File: config.mk
export PLATFORM = sky130hd
export DESIGN_NAME = pfm_top
export DESIGN_NICKNAME = d
export VERILOG_FILES = /design/src/rtl/pfm_pkg.sv /design/src/rtl/pfm_sync.sv /design/src/rtl/pfm_wprot.sv /design/src/rtl/pfm_port.sv /design/src/rtl/pfm_top.sv
export SDC_FILE = /design/constraint.sdc
export NUM_CORES = 1
export LEC_CHECK = 0
export BUFFER_PORTS_ARGS = -buffer_cell sky130_fd_sc_hd__buf_2
export CAP_MARGIN = 15
export CORE_ASPECT_RATIO = 0.7
export CORE_MARGIN = 3
export CORE_UTILIZATION = 35
export CTS_CLUSTER_SIZE = 40
export DETAILED_ROUTE_END_ITERATION = 8
export PLACE_DENSITY = 0.71
export SLEW_MARGIN = 15
export SYNTH_ARGS = -nofsm -noshare
export SYNTH_HDL_FRONTEND = slang
export SYNTH_HIERARCHICAL = 1
export SYNTH_SLANG_ARGS = --single-unit
File: constraint.sdc
create_clock -name clk -period 2.7 [get_ports clk]
set_input_delay 0.81 -clock clk [delete_from_list [all_inputs] [get_ports clk]]
set_output_delay 0.81 -clock clk [all_outputs]
set_load 0.005 [all_outputs]
File: src/rtl/pfm_pkg.sv
package pfm_pkg;

    localparam int PINS = 8;
    localparam int FSEL_W = 3;

    localparam int ADR_OUT  = 'h0010;
    localparam int ADR_DIR  = 'h0120;
    localparam int ADR_MODE = 'h0210;
    localparam int ADR_FSEL = 'h0440;
    localparam int ADR_IN   = 'h0810;
    localparam int ADR_WP   = 'h3014;

    localparam int WP_LOCK_BIT = 7;
    localparam int WP_FWE_BIT  = 6;

    typedef enum logic [1:0] {
        DIR_HIZ   = 2'd0,
        DIR_IN    = 2'd1,
        DIR_OUT   = 2'd2,
        DIR_OUTIN = 2'd3
    } dir_e;

    typedef struct packed {
        logic lock;
        logic fwe;
    } wp_regs_t;

    typedef struct packed {
        logic [PINS-1:0]              dout;
        logic [2*PINS-1:0]            dir;
        logic [PINS-1:0]              mode;
        logic [PINS-1:0][FSEL_W-1:0]  fsel;
    } port_regs_t;

endpackage

File: src/rtl/pfm_sync.sv
module pfm_sync #(
    parameter int W = 8
) (
    input  logic         clk,
    input  logic         rst_n,
    input  logic [W-1:0] d,
    output logic [W-1:0] q
);

    typedef struct packed {
        logic [W-1:0] s1;
        logic [W-1:0] s2;
    } sync_regs_t;

    sync_regs_t regs_d, regs_q;

    always_comb begin
        regs_d    = regs_q;
        regs_d.s1 = d;
        regs_d.s2 = regs_q.s1;
    end

    always_ff @(posedge clk or negedge rst_n) begin
        if (!rst_n) begin
            regs_q <= '0;
        end else begin
            regs_q <= regs_d;
        end
    end

    assign q = regs_q.s2;

endmodule

File: src/rtl/pfm_wprot.sv
module pfm_wprot
    import pfm_pkg::*;
(
    input  logic       clk,
    input  logic       rst_n,
    input  logic       wr_en,
    input  logic [7:0] wbyte,
    output logic       lock,
    output logic       fwe
);

    wp_regs_t regs_d, regs_q;

    always_comb begin
        regs_d = regs_q;
        if (wr_en) begin
            regs_d.lock = wbyte[WP_LOCK_BIT];
            // The enable only follows the write while the previous lock is clear.
            if (!regs_q.lock) begin
                regs_d.fwe = wbyte[WP_FWE_BIT];
            end
        end
    end

    always_ff @(posedge clk or negedge rst_n) begin
        if (!rst_n) begin
            regs_q <= '{lock: 1'b1, fwe: 1'b0};
        end else begin
            regs_q <= regs_d;
        end
    end

    assign lock = regs_q.lock;
    assign fwe  = regs_q.fwe;

endmodule

File: src/rtl/pfm_port.sv
module pfm_port
    import pfm_pkg::*;
#(
    parameter int PORT_IDX = 0,
    parameter int NF       = 8,
    parameter int ADDR_W   = 14
) (
    input  logic                   clk,
    input  logic                   rst_n,
    input  logic                   wr_en,
    input  logic [ADDR_W-3:0]      word,
    input  logic [3:0]             be,
    input  logic [31:0]            wdata,
    input  logic                   fsel_open,
    input  logic [PINS-1:0]        sync_in,
    input  logic [PINS*NF-1:0]     fn_out,
    input  logic [PINS*NF-1:0]     fn_oe,
    output logic [PINS*NF-1:0]     fn_in,
    output logic [PINS-1:0]        pad_out,
    output logic [PINS-1:0]        pad_oe,
    output logic [31:0]            rd_part,
    output logic [PINS-1:0]        mode_o,
    output logic [PINS*FSEL_W-1:0] fsel_o
);

    localparam int WW = ADDR_W - 2;

    localparam int A_OUT  = ADR_OUT + PORT_IDX;
    localparam int A_DIR  = ADR_DIR + 2 * PORT_IDX;
    localparam int A_MODE = ADR_MODE + PORT_IDX;
    localparam int A_FSEL = ADR_FSEL + 4 * PORT_IDX;
    localparam int A_IN   = ADR_IN + PORT_IDX;

    localparam int L_OUT  = A_OUT % 4;
    localparam int L_DIR  = A_DIR % 4;
    localparam int L_MODE = A_MODE % 4;
    localparam int L_IN   = A_IN % 4;

    localparam logic [WW-1:0] W_OUT  = WW'(A_OUT / 4);
    localparam logic [WW-1:0] W_DIR  = WW'(A_DIR / 4);
    localparam logic [WW-1:0] W_MODE = WW'(A_MODE / 4);
    localparam logic [WW-1:0] W_FSEL = WW'(A_FSEL / 4);
    localparam logic [WW-1:0] W_IN   = WW'(A_IN / 4);

    port_regs_t regs_d, regs_q;
    logic [PINS-1:0] in_val;
    logic            unused_wdata;

    assign unused_wdata = ^wdata;

    // Register writes
    always_comb begin
        regs_d = regs_q;
        if (wr_en) begin
            if (word == W_OUT && be[L_OUT]) begin
                regs_d.dout = wdata[8*L_OUT +: 8];
            end
            if (word == W_DIR) begin
                for (int k = 0; k < 2; k++) begin
                    if (be[L_DIR + k]) begin
                        regs_d.dir[8*k +: 8] = wdata[8*(L_DIR + k) +: 8];
                    end
                end
            end
            if (word == W_MODE && be[L_MODE]) begin
                regs_d.mode = wdata[8*L_MODE +: 8];
            end
            if (word == W_FSEL && fsel_open) begin
                for (int b = 0; b < 4; b++) begin
                    if (be[b]) begin
                        regs_d.fsel[2*b]     = wdata[8*b +: FSEL_W];
                        regs_d.fsel[2*b + 1] = wdata[8*b + 4 +: FSEL_W];
                    end
                end
            end
        end
    end

    always_ff @(posedge clk or negedge rst_n) begin
        if (!rst_n) begin
            regs_q <= '0;
        end else begin
            regs_q <= regs_d;
        end
    end

    // Pin multiplexing
    always_comb begin
        pad_oe  = '0;
        pad_out = '0;
        fn_in   = '0;
        in_val  = '0;
        for (int i = 0; i < PINS; i++) begin
            if (regs_q.mode[i]) begin
                for (int f = 0; f < NF; f++) begin
                    if (regs_q.fsel[i] == FSEL_W'(f)) begin
                        pad_oe[i]        = fn_oe[i*NF + f];
                        pad_out[i]       = fn_out[i*NF + f];
                        fn_in[i*NF + f]  = sync_in[i];
                    end
                end
            end else begin
                pad_oe[i]  = regs_q.dir[2*i + 1];
                pad_out[i] = regs_q.dout[i];
            end
            if (regs_q.dir[2*i]) begin
                in_val[i] = sync_in[i];
            end else begin
                in_val[i] = regs_q.dir[2*i + 1] & regs_q.dout[i];
            end
        end
    end

    // Read contribution
    always_comb begin
        rd_part = '0;
        if (word == W_OUT) begin
            rd_part[8*L_OUT +: 8] = regs_q.dout;
        end
        if (word == W_DIR) begin
            rd_part[8*L_DIR +: 16] = regs_q.dir;
        end
        if (word == W_MODE) begin
            rd_part[8*L_MODE +: 8] = regs_q.mode;
        end
        if (word == W_FSEL) begin
            for (int i = 0; i < PINS; i++) begin
                rd_part[4*i +: FSEL_W] = regs_q.fsel[i];
            end
        end
        if (word == W_IN) begin
            rd_part[8*L_IN +: 8] = in_val;
        end
    end

    assign mode_o = regs_q.mode;
    assign fsel_o = regs_q.fsel;

endmodule

File: src/rtl/pfm_top.sv
module pfm_top
    import pfm_pkg::*;
#(
    parameter int NUM_PORTS = 2,
    parameter int NUM_FUNCS = 8,
    parameter int ADDR_W    = 14
) (
    input  logic                                 clk,
    input  logic                                 rst_n,
    input  logic                                 bus_sel,
    input  logic                                 bus_wr,
    input  logic [ADDR_W-1:0]                    bus_addr,
    input  logic [3:0]                           bus_be,
    input  logic [31:0]                          bus_wdata,
    output logic [31:0]                          bus_rdata,
    input  logic [NUM_PORTS*PINS-1:0]            pad_in,
    output logic [NUM_PORTS*PINS-1:0]            pad_out,
    output logic [NUM_PORTS*PINS-1:0]            pad_oe,
    input  logic [NUM_PORTS*PINS*NUM_FUNCS-1:0]  fn_out,
    input  logic [NUM_PORTS*PINS*NUM_FUNCS-1:0]  fn_oe,
    output logic [NUM_PORTS*PINS*NUM_FUNCS-1:0]  fn_in
);

    localparam int NPIN = NUM_PORTS * PINS;
    localparam int PFN  = PINS * NUM_FUNCS;
    localparam int WW   = ADDR_W - 2;
    localparam int L_WP = ADR_WP % 4;
    localparam logic [WW-1:0] W_WP = WW'(ADR_WP / 4);

    typedef struct packed {
        logic [31:0] rdata;
    } top_regs_t;

    top_regs_t regs_d, regs_q;

    logic [WW-1:0]          word;
    logic                   wr_en;
    logic                   rd_en;
    logic                   wp_lock;
    logic                   wp_fwe;
    logic [NPIN-1:0]        sync_q;
    logic [NPIN-1:0]        mode_all;
    logic [NPIN*FSEL_W-1:0] fsel_all;
    logic [31:0]            rd_parts [NUM_PORTS];
    logic                   unused_addr;

    assign word        = bus_addr[ADDR_W-1:2];
    assign wr_en       = bus_sel & bus_wr;
    assign rd_en       = bus_sel & ~bus_wr;
    assign unused_addr = ^bus_addr[1:0];

    pfm_sync #(.W(NPIN)) u_sync (
        .clk   (clk),
        .rst_n (rst_n),
        .d     (pad_in),
        .q     (sync_q)
    );

    pfm_wprot u_wprot (
        .clk   (clk),
        .rst_n (rst_n),
        .wr_en (wr_en && word == W_WP && bus_be[L_WP]),
        .wbyte (bus_wdata[8*L_WP +: 8]),
        .lock  (wp_lock),
        .fwe   (wp_fwe)
    );

    for (genvar p = 0; p < NUM_PORTS; p++) begin : g_port
        pfm_port #(
            .PORT_IDX (p),
            .NF       (NUM_FUNCS),
            .ADDR_W   (ADDR_W)
        ) u_port (
            .clk       (clk),
            .rst_n     (rst_n),
            .wr_en     (wr_en),
            .word      (word),
            .be        (bus_be),
            .wdata     (bus_wdata),
            .fsel_open (wp_fwe),
            .sync_in   (sync_q[p*PINS +: PINS]),
            .fn_out    (fn_out[p*PFN +: PFN]),
            .fn_oe     (fn_oe[p*PFN +: PFN]),
            .fn_in     (fn_in[p*PFN +: PFN]),
            .pad_out   (pad_out[p*PINS +: PINS]),
            .pad_oe    (pad_oe[p*PINS +: PINS]),
            .rd_part   (rd_parts[p]),
            .mode_o    (mode_all[p*PINS +: PINS]),
            .fsel_o    (fsel_all[p*PINS*FSEL_W +: PINS*FSEL_W])
        );
    end

    always_comb begin
        logic [31:0] merged;
        merged = '0;
        if (word == W_WP) begin
            merged[8*L_WP + WP_LOCK_BIT] = wp_lock;
            merged[8*L_WP + WP_FWE_BIT]  = wp_fwe;
        end
        for (int p = 0; p < NUM_PORTS; p++) begin
            merged = merged | rd_parts[p];
        end
        regs_d       = regs_q;
        regs_d.rdata = rd_en ? merged : '0;
    end

    always_ff @(posedge clk or negedge rst_n) begin
        if (!rst_n) begin
            regs_q <= '0;
        end else begin
            regs_q <= regs_d;
        end
    end

    assign bus_rdata = regs_q.rdata;

endmodule

### Word-level counts from Yosys, hierarchy flattened

Cells that the tools add are included.
W data, S select, Z words.

* equal/unequal tests: 119
* reduce and logical (&&, ||, !) cells: 41
* mux-type cells: 474
* bitwise logic cells: 22

Operator list (count)
* $mux W1: 432
* $eq A3 B3 Y1 const B: 64
* $mux W8: 22
* $eq A3 B2 Y1 const B: 32
* $eq A3 B1 Y1 const B: 16
* $logic_not A3 Y1: 16
* $mux W3: 16
* $reduce_and A3 Y1: 12
* $mux W16: 2
* $mux W32: 1
* $or A31 B32 Y32: 1
* $or A8 B31 Y31: 1
* $eq A12 B9 Y1 const B: 2
* $and A1 B1 Y1: 18
* $eq A12 B10 Y1 const B: 1
* $eq A12 B12 Y1 const B: 1
* $eq A12 B3 Y1 const B: 1
* $eq A12 B7 Y1 const B: 1
* $eq A12 B8 Y1 const B: 1
* $reduce_and A2 Y1: 5
* $logic_and A1 B1 Y1: 8
* $mux W2: 1
* $not A1 Y1: 2

* register bits: 178

### Depth between registers and ports, before layout

Gate-level depths: netlist of run 1.

* depth after elaboration: 10
* depth in mapped cells: 9
* mapped depth without buffers: 6

### Modules after synthesis

The synthesis of run 1 kept the hierarchy.

By module, submodules not included
* pfm_port at g_port[0].u_port: instances 1, area an instance 5013.6 um2, cells each 562
* pfm_port at g_port[1].u_port: instances 1, area an instance 4951.0 um2, cells each 563
* pfm_top: instances 1, area an instance 1142.3 um2, cells each 109
* pfm_sync: instances 1, area an instance 800.8 um2, cells each 32
* pfm_wprot: instances 1, area an instance 91.3 um2, cells each 5

### Worst setup path after synthesis of run 1

No wires, ideal clock.

* path kind: in2reg
* start: input bus_addr[12]
* end: register g_port[0].u_port.regs_q[20]
* stages: 6
* data arrival time: 2617 ps
* path slack: -42 ps
* data required time: 2575 ps
* buffers on the path: 2
* setup time: 125 ps
* cell sequence: or4_4 -> buf_6 -> or3_1 -> buf_6 -> nor3_4 -> mux2_4

* cells in the longest elaborated chain, start to end: 3

Ends and longest elaborated chain
* from (decl): RTL line pfm_top.sv:12 `input logic [ADDR_W-1:0] bus_addr,`
* $eq A12 B9 Y1: RTL line pfm_port.sv:68 `if (word == W_FSEL && fsel_open) begin`
* $logic_and A1 B1 Y1: RTL line pfm_port.sv:68
* $reduce_and A3 Y1 (no line)
* to (signal assigned): RTL line pfm_port.sv:83 `regs_q <= regs_d;`
* to (decl): RTL line pfm_port.sv:45 `port_regs_t regs_d, regs_q;`

Every way passes these cells.
A chain may end at the register's enable or synchronous reset.

### Worst setup path in the final report of run 1

* start: register g_port[0].u_port.regs_q[18]
* end: output pad_oe[6]

* cells in the longest elaborated chain, start to end: 10
* elaborated cells on any way between the ends: 17
* those cells by class: eq/ne (7); mux (9); reduce/logical (1)

Ends and longest elaborated chain
* $logic_not A3 Y1: RTL line pfm_port.sv:96 `if (regs_q.fsel[i] == FSEL_W'(f)) begin`
* $mux W1 (7 in a row): RTL line pfm_port.sv:96
* $mux W1 *: RTL line pfm_port.sv:96
* $mux W1 *: RTL line pfm_port.sv:94 `if (regs_q.mode[i]) begin`
* to (decl): RTL line pfm_top.sv:18 `output logic [NUM_PORTS*PINS-1:0] pad_oe,`

Every way passes the cells marked *; elsewhere a longest branch is shown, timed or not.

==> reports/metrics.csv, run 1 <==
metric,value,unit
ir_worst_vdd,0.339,mV
period_needed,2.89,ns
htreeDepth,4,
holdBufCountCts,0,
syn_area_per_cell,9.54,um2
hpwl,39.1,mm
die_h,158,um
gr-total-overflow,0,
max_stage_delay,0.52,ns
clkPwrFrac,0.430,
drv_slew,0,
grt_max_degree,66,
hold_violations,0,
core_area,31800,um2
criticalPathCategory,reg2out,
timing.hold.ws,0.350,ns
wl,48.8,mm
cts-root-buf,clkbuf_16,
cts.sinks,178,
finish.instance_area,16200,um2
setup_ws,-0.191,ns
worstPathRequired,1.89,ns
io_pins,518,
setup_violations,7,
slew_headroom,0.576,
dr.pass1.iters,5,
gp_congestion,0.954,
worstPathArrival,2.08,ns
rows,54,
cts_buffer_depth,2,
p_seq_frac,0.471,
grt_pass1_wl,70.8,mm
p_int,4.33,mW
powerDensity,355,nW/um2
antenna_found_initial,13,
outcome,"finished, violations left",
crit_slowest_cell,mux4_2,
die_w,223,um
cp-start-kind,flip-flop,
crit_fanout,5,
fillers,2962,
drive_gt1_frac,0.510,
drtIter0Drc,792,
fmax,346,MHz
drc,0,
yosys_warnings,6,
worstMarginPinSlew,0.635,ns
cts.clk_slew.worst_paths,0.07,ns
p_switching,1.44,mW
hp-class,reg2reg,
placed_cell_area,15000,um2
end_kind,output pin,
initial_core_util,0.363,
grt_usage,0.263,
p_comb_frac,0.100,
grt_pass1_vias,11740,
area.sequential,4500,um2
fin_worst_skew,0.0128,ns
areaGrowthSynthToFinish,41.0,%
violations,negative setup slack,
cts_buffers,17,
drv_cap,0,
via_count,12051,
rsz0062_at_grt,true,
crit_top_cell,mux2_4,
ant_nets,0,
synth_area,11500,um2
port_buffers,515,
tritoncts,yes,
switching_share,0.250,
multiInputGateArea,6730,um2
die_area,35200,um2
finalNetCount,2108,
wl_per_cell,21.9,um
fin_setup_tns,-0.464,ns
drt-vias-per-instance,5.42,
leakage,7.88,nW
clock_latency,0.43,ns
period_share,1.07,
worstPathCellList,"mux4_2, mux2_4, mux2_4, buf_6",
syn_inst,1207,
## worst paths after layout
check	start	end	slack (ns)	cells past startpoint
max in group asynchronous	rst_n	g_port[1].u_port/fsel_o[16]	1.55	2
worst min-delay path	u_sync/regs_d[9]	u_sync/q[9]	0.35	0
worst max-delay path	g_port[0].u_port/fsel_o[18]	pad_oe[6]	-0.19	4
min in group asynchronous	rst_n	u_sync/regs_d[0]	0.38	1
worst max register to register	u_wprot/fwe	g_port[0].u_port/fsel_o[22]	0.91	4
worst min register to register	u_sync/regs_d[9]	u_sync/q[9]	0.35	0
## layout make-up
type / count / area share
diodes: 10 / 0.00154
clock buffers: 20 / 0.0281
clock inverters: 12 / 0.00747
inverters: 22 / 0.00508
multi-input cells: 915 / 0.414
flip-flops and latches: 178 / 0.277
well taps: 420 / 0.0324
repair buffers: 648 / 0.234
## per-stage QoR
step           instances  utilization  worst slack [ns]  power, mW
3_5_place_dp        2141        0.472            -0.172       3.32
3_3_place_gp        2141        0.472            -0.162       3.31
6_report            2225        0.511            -0.191       5.77
2_1_floorplan       1211            -           0.00508       2.90
5_1_grt             2223        0.511            -0.260       6.00
4_1_cts             2187        0.499            -0.206       5.82
## timing repair
item	CTS	global route
cloned	0	0
setup buffers	14	28
pin swaps	14	18
resized for setup	52	49
endpoints found under the setup margin	25	34
## worst max-delay path, delay by kind of cell (launching register included)
| family | cells | cell delay, ns |
|---|---|---|
| buffers and inverters | 1 | 0.12 |
| muxes | 3 | 1.09 |
| DFF | 1 | 0.44 |
## registers in the layout (all words and copies together), names as in the netlist
register and count:
g_port.u_port/mode_o 16, u_sync/q 16, g_port.u_port/fsel_o 48, u_wprot/lock 1, bus_rdata 32, g_port.u_port/regs_q 48, u_sync/regs_d 16, u_wprot/fwe 1
## layout by cell type, fill, tap and decap left out, drive strengths merged, types with 12 or more instances in the layout
cell type,instances
nand2b,33
mux2i,39
and3,15
nand3b,25
nor3,49
nand3,33
mux2,127
nor2b,22
and2,14
o21ai,43
a31oi,16
clkbuf,22
a22o,23
a21oi,42
inv,27
o211ai,12
nand2,75
nor2,205
nand4,15
dfrtp,177
mux4,28
buf,646
## power groups by stage
stage          Clock [mW]  Combinational [mW]  Sequential, mW
2_1_floorplan           0               0.145            2.76
4_1_cts              2.53               0.568            2.72
3_3_place_gp            0               0.545            2.77
6_report             2.48               0.575            2.72
5_1_grt              2.66               0.626            2.72
3_5_place_dp            0               0.556            2.77
## per-layer routing
metal  up-vias  routed length (um)  part of all wire  track usage
li1       5519                   -                 -            -
met1      5939               20600              0.42        0.349
met2       523               23300              0.48        0.437
met3        64                3490             0.072       0.0510
met4         6                1380             0.028       0.0856
met5         -                  41           0.00084            0
(Power assumes the default switching activity.)
==> inputs of run 2 (changes only) <==
==> constraint.sdc (replaced) <==
create_clock -name clk -period 3.39 [get_ports clk]
set_input_delay 1.017 -clock clk [delete_from_list [all_inputs] [get_ports clk]]
set_output_delay 1.017 -clock clk [all_outputs]
set_load 0.005 [all_outputs]
==> run 2 against run 1 <==
  * The run now ends clean
  * Global-route usage down 0.84 points
  * Die area unchanged
  * Clock-buffer cell count down 1
  * Design area down 7.2%
  * Routed wire length down 3.3%
  * Combinational power down 27%
  * Cell count down 4.5%
  * Sequential cell count unchanged
  * Power down 21%
  * Sequential share of layout area up 1.9 points
  * Non-clock buffer count down 95
  * Setup slack better by 0.20 ns
==> reports/metrics.csv, run 2 (synthesis gave the netlist of run 1 again) <==
metric,value,unit
outcome,"complete, no violations",
drive_gt1_frac,0.447,
leakage,7.33,nW
cts_buffers,17,
wl,47.2,mm
via_count,11550,
crit_slowest_cell,a221oi_1,
placed_cell_area,14500,um2
hold_violations,0,
cts.sinks,178,
worstPathCellList,"buf_2, mux2_2, a22o_1, a221oi_1, o21ai_0, buf_2",
finalNetCount,2013,
hp-class,reg2reg,
holdBufCountCts,0,
criticalPathCategory,in2out,
place_ws,0.000420,ns
period_needed,3.38,ns
tritoncts,yes,
cts_resized,0,
hpwl,38.2,mm
fin_setup_tns,0,ns
dr.pass1.iters,7,
drv_cap,0,
grt_max_degree,102,
areaGrowthSynthToFinish,30.9,%
die_area,35200,um2
io_pins,518,
gr-total-overflow,0,
rows,54,
drc,0,
worstMarginPinSlew,0.661,ns
gp_congestion,0.914,
drtIter0Drc,1026,
die_w,223,um
end_kind,output pin,
fin_util,0.475,
ant_nets,0,
clock_latency,0.44,ns
drv_slew,0,
cp-start-kind,input pin,
final_common_cell,buf_2,
wl_per_cell,22.2,um
port_buffers,515,
cts.clk_slew.worst_paths,0.07,ns
slew_headroom,0.559,
core_area,31800,um2
cts_buffer_depth,2,
grt_pass1_wl,68.0,mm
cts_setup_buffers,0,
grt_usage,0.255,
worstPathArrival,2.37,ns
rsz0062_at_grt,false,
fmax,295,MHz
cts-root-buf,clkbuf_16,
fillers,3046,
drt-vias-per-instance,5.44,
final_cells,2125,
htreeDepth,4,
worstPathRequired,2.37,ns
setup_ws,0.00535,ns
crit_top_cell,buf_2,
setup_violations,0,
grt_pass1_vias,11037,
crit_fanout,1,
max_stage_delay,0.41,ns
die_h,158,um
fin_worst_skew,0.00879,ns
dpl.cell_count,2088,
initial_core_util,0.363,
period_share,0.998,
powerDensity,301,nW/um2
ir_worst_vdd,0.184,mV
antenna_found_initial,15,
rrSetupSlack,1.46,ns
finish.instance_area,15100,um2
layout_common_cells,"buf_2, nor2_1, dfrtp_1",
==> run 2: final cells by class <==
cell class                 count  area (um2)  area share
antenna                        5        12.5    0.000830
clock inverter                13         120     0.00797
sequential                   178        4460       0.296
multi-input combinational    915        6530       0.433
clock buffer                  19         453      0.0300
inverter                      22        82.6     0.00548
timing repair buffer         553        2900       0.192
tap                          420         526      0.0349
==> run 2: stage by stage <==
stage | total power [mW] | hold WS [ns]
floorplan | 2.31 | 0.331
CTS | 4.58 | 0.342
global route | 4.70 | 0.353
global placement | 2.61 | 0.333
finish | 4.54 | 0.341
detailed placement | 2.62 | 0.335
==> run 2: path summary, 6_finish.rpt <==
path	depth (start not counted)	startpoint	to
max	6	fn_oe[65]	pad_oe[8]
min	0	u_sync/regs_d[9]	u_sync/q[9]
max reg2reg	3	u_wprot/fwe	g_port[0].u_port/fsel_o[12]
min reg2reg	0	u_sync/regs_d[9]	u_sync/q[9]
max in group asynchronous	2	rst_n	g_port[0].u_port/fsel_o[6]
min in group asynchronous	1	rst_n	u_sync/regs_d[0]
==> run 2: layer usage <==
| metal | GRT usage | share of wire |
|---|---|---|
| met5 | 0 | 0.00083 |
| met3 | 0.0628 | 0.084 |
| met2 | 0.418 | 0.47 |
| met4 | 0.0714 | 0.022 |
| met1 | 0.338 | 0.42 |
==> run 2: worst max-delay path, delay by kind of cell <==
family | cells | cell delay (ns)
buffers and inverters | 2 | 0.27
AOI/OAI and AO/OA | 3 | 0.83
muxes | 1 | 0.25
==> run 2: where the power goes <==
part	leakage, nW	internal, mW	switching, mW
clock	0.271	1.01	0.949
sequential	2.41	2.14	0.0177
combinational	4.65	0.210	0.210
